`config.mk`:
```
export PLATFORM = sky130hd
export DESIGN_NAME = swl_load_if
export DESIGN_NICKNAME = d
export VERILOG_FILES = /design/src/rtl/swl_pkg.sv /design/src/rtl/swl_sync.sv /design/src/rtl/swl_shift.sv /design/src/rtl/swl_commit.sv /design/src/rtl/swl_load_if.sv
export SDC_FILE = /design/constraint.sdc
export NUM_CORES = 1
export LEC_CHECK = 0
export ABC_AREA = 1
export BUFFER_PORTS_ARGS = -buffer_cell sky130_fd_sc_hd__buf_2
export CORE_MARGIN = 1
export CORE_UTILIZATION = 51
export DETAILED_ROUTE_END_ITERATION = 8
export PLACE_DENSITY = 0.72
export SETUP_SLACK_MARGIN = 0.15
export SLEW_MARGIN = 10
export SYNTH_ARGS = -nofsm -noshare
export SYNTH_HDL_FRONTEND = slang
export SYNTH_SLANG_ARGS = --single-unit
```
`constraint.sdc`:
```
create_clock -name clk -period 1.49 [get_ports clk]
set_clock_uncertainty 0.1 [all_clocks]
set_input_delay 0.2235 -clock clk [delete_from_list [all_inputs] [get_ports clk]]
set_output_delay 0.2235 -clock clk [all_outputs]
set_load 0.005 [all_outputs]
```
`src/rtl/swl_pkg.sv`:
```
package swl_pkg;
  localparam int unsigned BYTE_W  = 8;
  localparam int unsigned N_BYTES = 3;
  localparam int unsigned CHAIN_W = BYTE_W * N_BYTES;
  localparam int unsigned CNT_W   = $clog2(CHAIN_W + 2);

  typedef enum logic [1:0] {
    CMT_NONE  = 2'd0,
    CMT_WIDTH = 2'd1,
    CMT_PW    = 2'd2,
    CMT_FULL  = 2'd3
  } commit_e;
endpackage

```
`src/rtl/swl_sync.sv`:
```
module swl_sync #(
  parameter int unsigned WIDTH   = 3,
  parameter int unsigned STAGES  = 2,
  parameter logic [WIDTH-1:0] RST_VAL = '0
) (
  input  logic             clk,
  input  logic             rst_n,
  input  logic [WIDTH-1:0] din,
  output logic [WIDTH-1:0] dout
);
  for (genvar g = 0; g < WIDTH; g++) begin : g_bit
    logic [STAGES-1:0] pipe_q;
    logic [STAGES-1:0] pipe_d;

    always_comb pipe_d = {pipe_q[STAGES-2:0], din[g]};

    always_ff @(posedge clk or negedge rst_n) begin
      if (!rst_n) pipe_q <= {STAGES{RST_VAL[g]}};
      else        pipe_q <= pipe_d;
    end

    assign dout[g] = pipe_q[STAGES-1];
  end
endmodule

```
`src/rtl/swl_shift.sv`:
```
module swl_shift
  import swl_pkg::*;
(
  input  logic               clk,
  input  logic               rst_n,
  input  logic               start,
  input  logic               shift_en,
  input  logic               bit_in,
  output logic [CHAIN_W-1:0] chain,
  output logic [CNT_W-1:0]   count
);
  localparam logic [CNT_W-1:0] CNT_SAT = CNT_W'(CHAIN_W + 1);

  logic [CHAIN_W-1:0] chain_d;
  logic [CNT_W-1:0]   count_d;
  logic               chain_en;
  logic               count_en;

  always_comb begin
    chain_en = shift_en;
    chain_d  = {chain[CHAIN_W-2:0], bit_in};
    count_en = start | shift_en;
    if (start)                  count_d = '0;
    else if (count == CNT_SAT)  count_d = count;
    else                        count_d = count + 1'b1;
  end

  always_ff @(posedge clk or negedge rst_n) begin
    if (!rst_n) begin
      chain <= '0;
      count <= '0;
    end else begin
      if (chain_en) chain <= chain_d;
      if (count_en) count <= count_d;
    end
  end
endmodule

```
`src/rtl/swl_commit.sv`:
```
module swl_commit
  import swl_pkg::*;
(
  input  logic               clk,
  input  logic               rst_n,
  input  logic               end_evt,
  input  logic [CHAIN_W-1:0] chain,
  input  logic [CNT_W-1:0]   count,
  output logic               div2,
  output logic               pdown,
  output logic [BYTE_W-1:0]  period,
  output logic [BYTE_W-1:0]  width,
  output logic               configured,
  output logic               load_stb
);
  commit_e           kind;
  logic [BYTE_W-1:0] b_last, b_mid, b_first;
  logic              div2_d, pdown_d, cfg_d, stb_d;
  logic [BYTE_W-1:0] period_d, width_d;
  logic              unused_ctrl_hi;

  assign b_last  = chain[BYTE_W-1:0];
  assign b_mid   = chain[2*BYTE_W-1:BYTE_W];
  assign b_first = chain[3*BYTE_W-1:2*BYTE_W];
  assign unused_ctrl_hi = ^b_first[BYTE_W-1:2];

  always_comb begin
    kind = CMT_NONE;
    if (end_evt) begin
      if      (count == CNT_W'(BYTE_W))     kind = CMT_WIDTH;
      else if (count == CNT_W'(2 * BYTE_W)) kind = CMT_PW;
      else if (count == CNT_W'(3 * BYTE_W)) kind = CMT_FULL;
    end
  end

  always_comb begin
    div2_d   = div2;
    pdown_d  = pdown;
    period_d = period;
    width_d  = width;
    cfg_d    = configured;
    stb_d    = 1'b0;
    unique case (kind)
      CMT_WIDTH: begin
        width_d = b_last;
        stb_d   = 1'b1;
      end
      CMT_PW: begin
        period_d = b_mid;
        width_d  = b_last;
        stb_d    = 1'b1;
      end
      CMT_FULL: begin
        div2_d   = b_first[0];
        pdown_d  = b_first[1];
        period_d = b_mid;
        width_d  = b_last;
        cfg_d    = 1'b1;
        stb_d    = 1'b1;
      end
      default: ;
    endcase
  end

  always_ff @(posedge clk or negedge rst_n) begin
    if (!rst_n) begin
      div2       <= 1'b0;
      pdown      <= 1'b0;
      period     <= '0;
      width      <= '0;
      configured <= 1'b0;
      load_stb   <= 1'b0;
    end else begin
      div2       <= div2_d;
      pdown      <= pdown_d;
      period     <= period_d;
      width      <= width_d;
      configured <= cfg_d;
      load_stb   <= stb_d;
    end
  end
endmodule

```
`src/rtl/swl_load_if.sv`:
```
module swl_load_if
  import swl_pkg::*;
#(
  parameter int unsigned SYNC_STAGES = 2
) (
  input  logic              clk,
  input  logic              rst_n,
  input  logic              cs_n,
  input  logic              sclk,
  input  logic              sdi,
  output logic              div2,
  output logic              pdown,
  output logic [BYTE_W-1:0] period,
  output logic [BYTE_W-1:0] width,
  output logic              configured,
  output logic              load_stb
);
  logic [2:0]         raw_pins, sync_pins;
  logic               cs_s, sck_s, sdi_s;
  logic               cs_q, sck_q;
  logic               start_evt, end_evt, shift_evt;
  logic [CHAIN_W-1:0] chain;
  logic [CNT_W-1:0]   count;

  assign raw_pins = {cs_n, sclk, sdi};

  swl_sync #(
    .WIDTH   (3),
    .STAGES  (SYNC_STAGES),
    .RST_VAL (3'b100)
  ) u_sync (
    .clk   (clk),
    .rst_n (rst_n),
    .din   (raw_pins),
    .dout  (sync_pins)
  );

  assign {cs_s, sck_s, sdi_s} = sync_pins;

  always_ff @(posedge clk or negedge rst_n) begin
    if (!rst_n) begin
      cs_q  <= 1'b1;
      sck_q <= 1'b0;
    end else begin
      cs_q  <= cs_s;
      sck_q <= sck_s;
    end
  end

  assign start_evt = cs_q & ~cs_s;
  assign end_evt   = ~cs_q & cs_s;
  assign shift_evt = ~cs_s & sck_s & ~sck_q;

  swl_shift u_shift (
    .clk      (clk),
    .rst_n    (rst_n),
    .start    (start_evt),
    .shift_en (shift_evt),
    .bit_in   (sdi_s),
    .chain    (chain),
    .count    (count)
  );

  swl_commit u_commit (
    .clk        (clk),
    .rst_n      (rst_n),
    .end_evt    (end_evt),
    .chain      (chain),
    .count      (count),
    .div2       (div2),
    .pdown      (pdown),
    .period     (period),
    .width      (width),
    .configured (configured),
    .load_stb   (load_stb)
  );
endmodule

```
# [Word-level counts from Yosys, hierarchy flattened]
# Cells that the tools add are included.
[word_totals] out_inout_bits=20 ff_bits=51 wordCells=40 in_bits=5
[op_classes] eq_ne=8 mux=7 n_bitwise=8 addsub=1 n_reduce_logical=3
[op_table] operator="== test 5 bit, second input constant" n=3
[op_table] operator="two-way mux 5 bit" n=2
[op_table] operator="two-way mux 2 bit" n=4
[op_table] operator="adder 5 x 1 -> 5 bit, second input constant" n=1
[op_table] operator="== test 5 x 4 -> 1 bit, second input constant" n=1
[op_table] operator="bitwise AND 1 bit" n=4
[op_table] operator="== test 2 bit, second input constant" n=2
[op_table] operator="inverter 1 bit" n=3
[op_table] operator="OR reduction 3 bit" n=1
[op_table] operator="== test 2 x 1 -> 1 bit, second input constant" n=1
[op_table] operator="!= test 2 x 1 -> 1 bit, second input constant" n=1
[op_table] operator="AND reduction 2 bit" n=1
[op_table] operator="OR reduction 2 bit" n=1
[op_table] operator="two-way mux 1 bit" n=1
[op_table] operator="bitwise OR 1 bit" n=1

# [Depth between registers and ports, before layout]
# Gate-level depths: netlist (run 1).
[depth] depth_word=8 mapped_depth=8 depth_no_buf=8

# [Cells and area by module]
# From an unflattened synthesis (run 1), not the netlist that was laid out.
[unflattened] cells_unflattened=238 area_unflattened_um2=2247.2
[modules_own_cells] module="swl_shift" area_each_um2=1184.9 cells_per_inst=130 n_inst=1 seq_area_each_um2=725.7
[modules_own_cells] module="swl_commit" area_each_um2=808.3 cells_per_inst=91 n_inst=1 seq_area_each_um2=500.5
[modules_own_cells] module="swl_sync" area_each_um2=175.2 cells_per_inst=9 n_inst=1 seq_area_each_um2=152.6
[modules_own_cells] module="swl_load_if" area_each_um2=78.8 cells_per_inst=8 n_inst=1 seq_area_each_um2=51.3

# [Worst setup path before layout (run 1)]
# No wires, ideal clock.
[synth_timing] kind="flip-flop to flip-flop" start="reg u_shift.count[0]" end="reg u_commit.width[6]" arrival_ps=1231 required_time_ps=1273 setup_time_ps=117 n_path_buf=1 synth_period_minus_slack_ps=1448 path_slack_ps=42 stages_incl_launch_ff=9 cell_sequence="dfrtp_1 > inv_1 > ha_1 > nand2_1 > nor2_8 > nand3_4 > buf_6 > nand2_2 > o21ai_2"
[synth_via] elab_chain_cells=7 elab_cells_between_ends=11 cone_classes="eq/ne: 6; mux: 4; reduce/logical: 1"
[synth_lines] element="start: declaration" line_no="swl_shift.sv:10" source="output logic [CNT_W-1:0] count"
[synth_lines] element="start signal: assignment" line_no="swl_shift.sv:34" source="if (count_en) count <= count_d;"
[synth_lines] element="== test 5 bit" line_no="swl_commit.sv:32" source="else if (count == CNT_W'(3 * BYTE_W)) kind = CMT_FULL;"
[synth_lines] element="two-way mux 2 bit" line_no="swl_commit.sv:32"
[synth_lines] element="two-way mux 2 bit" line_no="swl_commit.sv:31" source="else if (count == CNT_W'(2 * BYTE_W)) kind = CMT_PW;"
[synth_lines] element="two-way mux 2 bit *" line_no="swl_commit.sv:30" source="if (count == CNT_W'(BYTE_W)) kind = CMT_WIDTH;"
[synth_lines] element="two-way mux 2 bit *" line_no="swl_commit.sv:29" source="if (end_evt) begin"
[synth_lines] element="== test 2 x 1 -> 1 bit / == test 2 bit (equally long branches)" line_no="swl_commit.sv:43" source="unique case (kind)"
[synth_lines] element="OR reduction 3 bit (no source line) *"
[synth_lines] element="end signal: assignment" line_no="swl_commit.sv:77" source="width <= width_d;"
[synth_lines] element="end: declaration" line_no="swl_commit.sv:12" source="output logic [BYTE_W-1:0] width,"
# Mark *: on every way between the ends. The rest lies on a longest branch, timed or not.
# A chain may end at the register's enable or synchronous reset.

# [Final worst setup path (run 1)]
[layout_timing] start="reg u_shift.count[1]" end="reg u_commit.period[6]"
[layout_via] elab_chain_cells=7 elab_cells_between_ends=10 cone_classes="eq/ne: 5; mux: 4; reduce/logical: 1"
[layout_lines] element="== test 5 bit" line_no="swl_commit.sv:32"
[layout_lines] element="two-way mux 2 bit" line_no="swl_commit.sv:32"
[layout_lines] element="two-way mux 2 bit" line_no="swl_commit.sv:31"
[layout_lines] element="two-way mux 2 bit *" line_no="swl_commit.sv:30"
[layout_lines] element="two-way mux 2 bit *" line_no="swl_commit.sv:29"
[layout_lines] element="== test 2 bit" line_no="swl_commit.sv:43"
[layout_lines] element="OR reduction 2 bit (no source line) *"
[layout_lines] element="end signal: assignment" line_no="swl_commit.sv:76" source="period <= period_d;"
[layout_lines] element="end: declaration" line_no="swl_commit.sv:11" source="output logic [BYTE_W-1:0] period,"
# Marks and branches as above.

==> out/results.txt, run 1 <==
Max-cap violations = 0
Worst Setup EP = u_commit.period[6]
Syn Area/Cell = 10.5 um^2
Antenna-violating nets left = 0
Critical path fanouts, max = 16
Tcrit/Tclk final = 96.1%
Filler cell count = 300
RSZ-0062 raised after global routing = true
Final Max Tran Viols = 0
Sequential share of the synthesized area = 61.0%
GRT Util Overall = 19.0%
1st-iter DRT viols = 134
NumNets Final = 245
Flop pwr share = 52.1%
Clk network pwr share = 33.0%
I/O pin count = 25
Core box area = 0.00380 mm^2
First-pass GRT wire length = 5960 um
Root Driver = clkbuf_8
CTS H-Tree Depth = 2
Slew @ Worst Pin = 0.393 ns
Switching part of the total = 26.4%
IO Port Bufs = 24
Initial antenna violation count = 0
Cell Area, Synth = 0.00210 mm^2
CTS clk-pin slew, worst paths = 0.09 ns
Seq cells post-synth = 51
R2r worst-path depth = 7
WHS Path Cells = 0
Worst Setup SP = u_shift.count[1]
Antenna fix cells = 0
Worst skew pair latency = 0.30 ns
RR Endpoint = u_commit.period[6]
Crit path buf inv count = 1
Die ar. = 0.00438 mm^2
FF/Latch Area = 0.00128 mm^2
Peak Freq = 698 MHz
Endpoints failing setup = 0
CP max stage delay = 0.40 ns
Drt drc = 0
VDD IR max = 0.853 mV
Flop-to-flop setup slack = 0.06 ns
Setup TNS Final = 0 ns
Top layer reached by signal wires = met4
Leak Pwr = 1.23 nW
Area of the multi-input gates = 782 um^2
# rows = 22
CP Cell Sequence = inv_2, ha_4, nand2_4, nor2_8, nand2_8, nand2_4, o21ai_2
Synthesis warning total = 0
CP max stage cell = dfrtp_1
Post-Syn Nets = 208
DIE WIDTH = 66.2 um
Layout cells sized above 1 = 37.8%
P per Cell Area = 1170 mW/mm^2
Post-Syn Instances = 200
Total number of vias = 1,391
Grt ovf = 0
Delay-heaviest family, CP = simple AND/OR/NAND/NOR gates
DR WL met2 = 1680 um
Final Wtd Congestion = 0.765
Clk sink count = 51
Detailed placement HPWL = 2260 um
Met3 Wirelength = 128 um
FF-to-FF Start = u_shift.count[1]
Period minus WS final = 1.43 ns
Vias per std cell = 4.86
Hold Crit Class = flop to flop
DRT Wirelength = 3530 um
Final Hold Viols = 0
Critical Path End Type = flop
DR WL/cell = 12.3 um
Status = completed
Stages on worst setup path = 7
Die Ht = 66.2 um
Area grow syn2layout = 23.0%
Internal Power = 0.00223 W
WS Path Type = flop to flop
Distinct cell type count after synthesis = 24
TritonCTS buffer count = 5
Startpoint types = flop
Finished Cell Area = 0.00258 mm^2
CP dominant cell by count = nand2_4
WHS = 0.264 ns
Pre-Repair DR Iteration Count = 4
Net switching power figure = 0.000797 W
Deepest clock path buffer count = 2
CTS tree = yes
Max_slew headroom = 73.8%
Combinational power share = 14.9%
Largest net degree at the start of global routing = 37
WL met1 = 1660 um
Final core utilization = 68.0%
Vias in the first global route = 1,366
Area of placed instances = 0.00227 mm^2
Initial Utilization = 55.3%
Most used cells in the layout excluding fill and tap cells = dfrtp_1 (48), nand2_1 (39), buf_2 (24)
Crit path DAT = 1.53 ns
Most common cell after layout, fill and taps aside = dfrtp_1
CP required = 1.59 ns
## timing repair
action,in CTS,in global routing
endpoints found under the setup margin,40,33
hold buffers,4,0
pin swaps,2,13
endpoints found under the hold margin,15,0
cloned,1,1
resized for setup,6,23
setup buffers,0,2
## registers in the layout (all words and copies together) (netlist names)
name and cells:
u_shift.chain 18, u_commit.pdown 1, u_sync.g_bit.pipe_q 6, cs_q 1
sck_q 1, u_commit.period 8, u_commit.load_stb 1, u_commit.width 8
u_shift.count 5, u_commit.configured 1, u_commit.div2 1
## power groups by stage
stage | clock (W) | combinational [W] | sequential, W
2_1_floorplan | 0 | 0.000273 | 0.00157
3_3_place_gp | 0 | 0.000346 | 0.00159
3_5_place_dp | 0 | 0.000358 | 0.00159
4_1_cts | 0.00102 | 0.000385 | 0.00157
5_1_grt | 0.00109 | 0.000514 | 0.00159
6_report | 0.000999 | 0.000450 | 0.00158
## layer usage
metal	global-route usage, %	vias up
met2	30.4	30
met4	8.78	0
met5	0	-
li1	-	704
met3	5.69	5
met1	23.5	652
## stage by stage
stage	std cells	total power [W]	worst slack, ns
after global routing	286	0.00319	-0.0230
after CTS	283	0.00298	0.0702
after floorplan	200	0.00185	0.0722
after global placement	270	0.00194	0.0645
final	286	0.00302	0.0575
after detailed placement	270	0.00195	0.0294
## worst min path at each step
stage,start,to,slack (ns)
after floorplan,rst_n,sck_q,-0.17
after global placement,rst_n,u_shift.count[4],0.06
after detailed placement,rst_n,u_shift.count[4],0.07
after CTS,rst_n,u_commit.period[1],0.26
after global routing,u_sync.g_bit[2].pipe_q[0],u_sync.g_bit[2].pipe_q[1],0.27
final,u_sync.g_bit[1].pipe_q[0],u_sync.g_bit[1].pipe_q[1],0.26
## logic make-up after synthesis
family                   Yosys count  share of synthesized area (%)
adder cells (fa/ha/maj)            3                           1.79
AND/OR/NAND/NOR                   70                           16.6
AO/OA/AOI/OAI                     41                           12.6
flip-flops                        51                           61.0
buffers and inverters             35                           8.04
## synthesized netlist by cell type (all sizes together)
cell type   n  share of area, %
o21ai      39                12
or2         1              0.30
inv        27               4.8
clkbuf      1              0.18
nand3       9               3.0
dfstp       3               3.8
nor2        3               1.7
nand2      55                11
a21oi       2              0.48
buf         6               2.9
nand4       2              0.60
dfrtp      48                57
clkinv      1              0.18
ha          3               1.8
## layout make-up
class,count,share of cell area [%]
Tap cell,48,2.33
Multi-Input combinational cell,116,30.3
Timing Repair Buffer,35,9.01
Clock inverter,2,1.50
Clock buffer,6,3.20
Sequential cell,51,49.6
Inverter,28,4.12
Power figures use the tool's default switching activity.
==> run 2, diff against run 1 <==
- CORE_UTILIZATION: 51 -> 42
- PLACE_DENSITY: 0.72 -> unset
==> run 2 against run 1 <==
Die area rose by 21%; via count is 4.0% higher; flip-flop and latch count unchanged; fmax is 1.6% higher; worst hold slack got worse by 0.0074 ns; clock power is 20% lower; combinational power up 12%.
==> out/results.txt, run 2 (synthesized netlist as in run 1, its figures left out) <==
GR Util met3 = 3.73% (was 5.69%)
Layout cells sized above 1 = 40.7% (was 37.8%)
Drt drc = 0 (unchanged)
Detailed placement HPWL = 2200 um (was 2260 um)
Core box area = 0.00475 mm^2 (was 0.00380 mm^2)
Antenna-violating nets left = 0 (unchanged)
GRT Max-Usage Layer = met1 (was met2)
Total number of vias = 1,446 (was 1,391)
Deepest clock path buffer count = 2 (unchanged)
Final Wtd Congestion = 0.709 (was 0.765)
CTS tree = yes (unchanged)
WS Path Type = flop to flop (unchanged)
NumNets Final = 255 (was 245)
Slew @ Worst Pin = 0.346 ns (was 0.393 ns)
Max-cap violations = 0 (unchanged)
DR WL/cell = 13.1 um (was 12.3 um)
Area of placed instances = 0.00230 mm^2 (was 0.00227 mm^2)
VDD IR max = 0.475 mV (was 0.853 mV)
DIE WIDTH = 72.7 um (was 66.2 um)
WHS = 0.256 ns (was 0.264 ns)
Startpoint types = flop (unchanged)
Vias in the first global route = 1,377 (was 1,366)
I/O pin count = 25 (unchanged)
Area grow syn2layout = 29.7% (was 23.0%)
Max_slew headroom = 76.9% (was 73.8%)
Filler cell count = 423 (was 300)
P per Cell Area = 1060 mW/mm^2 (was 1170 mW/mm^2)
Antenna fix cells = 0 (unchanged)
Pre-Repair DR Iteration Count = 4 (unchanged)
Largest register by flop count = u_shift.chain (unchanged)
Tcrit/Tclk final = 94.7% (was 96.1%)
IO Port Bufs = 24 (unchanged)
Critical path fanouts, max = 8 (was 16)
Worst skew pair latency = 0.30 ns (about the same)
Endpoints failing setup = 0 (unchanged)
Top flop regs = u_shift.chain (18), u_commit.period (8), u_commit.width (8) (unchanged)
Hold Crit Class = flop to flop (unchanged)
CTS H-Tree Depth = 2 (unchanged)
Initial antenna violation count = 0 (unchanged)
# rows = 25 (was 22)
Crit path DAT = 1.54 ns (was 1.53 ns)
GR Util met2 = 24.0% (was 30.4%)
DRT Wirelength = 4120 um (was 3530 um)
TritonCTS buffer count = 5 (unchanged)
Die Ht = 72.7 um (was 66.2 um)
Status = completed (unchanged)
CTS clk-pin slew, worst paths = 0.09 ns (about the same)
CP required = 1.62 ns (was 1.59 ns)
RSZ-0062 raised after global routing = true (unchanged)
Final Hold Viols = 0 (unchanged)
1st-iter DRT viols = 84 (was 134)
Vias per std cell = 4.59 (was 4.86)
Die ar. = 0.00529 mm^2 (was 0.00438 mm^2)
Most common cell after layout, fill and taps aside = dfrtp_1 (unchanged)
Grt ovf = 0 (unchanged)
Final Max Tran Viols = 0 (unchanged)
Max reg flops = 18 (unchanged)
Finished Cell Area = 0.00272 mm^2 (was 0.00258 mm^2)
Clk sink count = 51 (unchanged)
GR Util met1 = 24.6% (was 23.5%)
Most used cells in the layout excluding fill and tap cells = dfrtp_1 (48), nand2_1 (38), buf_2 (24) (was dfrtp_1 (48), nand2_1 (39), buf_2 (24))
Root Driver = clkbuf_8 (unchanged)
Initial Utilization = 44.2% (was 55.3%)
Period minus WS final = 1.41 ns (was 1.43 ns)
Largest net degree at the start of global routing = 52 (was 37)
Final core utilization = 57.3% (was 68.0%)
Critical Path End Type = flop (unchanged)
First-pass GRT wire length = 6620 um (was 5960 um)
GRT Util Overall = 16.5% (was 19.0%)
Leak Pwr = 1.30 nW (was 1.23 nW)
Peak Freq = 709 MHz (was 698 MHz)
==> run 2: cell types whose count changed in the layout (fill, tap and decap cells not counted), sizes merged, moves of 2 or more <==
cell and delta:
buf +7, clkbuf +2, nand2 +2, clkinv +2
==> run 2: layout make-up <==
type,instances,area (um^2),area share [%]
repair buffers,44,360,13.2
clock buffers,6,72.6,2.67
multi-input cells,117,802,29.5
flip-flops and latches,51,1280,47.0
clock inverters,2,17.5,0.643
well taps,67,83.8,3.08
inverters,28,106,3.91
==> run 2: power breakdown <==
| group | leakage (nW) | internal (W) | switching (W) |
|---|---|---|---|
| sequential | 0.678 | 0.00149 | 0.0000870 |
| combinational | 0.581 | 0.000223 | 0.000283 |
| clock | 0.0454 | 0.000338 | 0.000461 |
| total | 1.30 | 0.00205 | 0.000831 |
==> run 2: path summary, 6_finish.rpt <==
path	depth (start not counted)	startpoint	to	slack, ns
hold reg to reg	0	u_sync.g_bit[1].pipe_q[0]	u_sync.g_bit[1].pipe_q[1]	0.26
hold / removal	0	u_sync.g_bit[1].pipe_q[0]	u_sync.g_bit[1].pipe_q[1]	0.26
max in group asynchronous	3	rst_n	u_sync.g_bit[2].pipe_q[1]	0.67
setup reg to reg	7	u_shift.count[1]	u_commit.width[2]	0.08
setup / recovery	7	u_shift.count[1]	u_commit.width[2]	0.08
min in group asynchronous	3	rst_n	u_commit.width[3]	0.34
==> run 2: timing repair <==
item | 4_1_cts | 5_1_grt
gates resized for setup | 18 | 14
pin swaps | 4 | 8
hold buffers | 4 | 0
endpoints found under the setup margin | 40 | 42
endpoints found under the hold margin | 51 | 0
setup buffers | 3 | 6
cloned | 3 | 2
==> run 2: per-layer routing <==
layer	vias up	share of wire, %
li1	725	-
met5	-	0
met3	7	2.5
met2	24	46
met1	690	50
met4	0	1.2
==> run 2: critical path, cell delays in order (launching register included) <==
cell     delay [ns]
dfrtp_1        0.40
inv_2          0.09
ha_4           0.14
nand2_4        0.06
nor2_8         0.13
buf_12         0.12
nand3_4        0.14
o21ai_2        0.17
==> run 2: per-stage QoR <==
stage | cells | setup slack [ns] | power, W | TNS [ns]
global route | 315 | -0.00622 | 0.00305 | -0.0113
finish | 315 | 0.0797 | 0.00288 | 0
CTS | 307 | 0.0249 | 0.00284 | 0
global placement | 289 | 0.0540 | 0.00196 | 0
floorplan | 200 | 0.0722 | 0.00185 | 0
detailed placement | 289 | 0.0138 | 0.00196 | 0
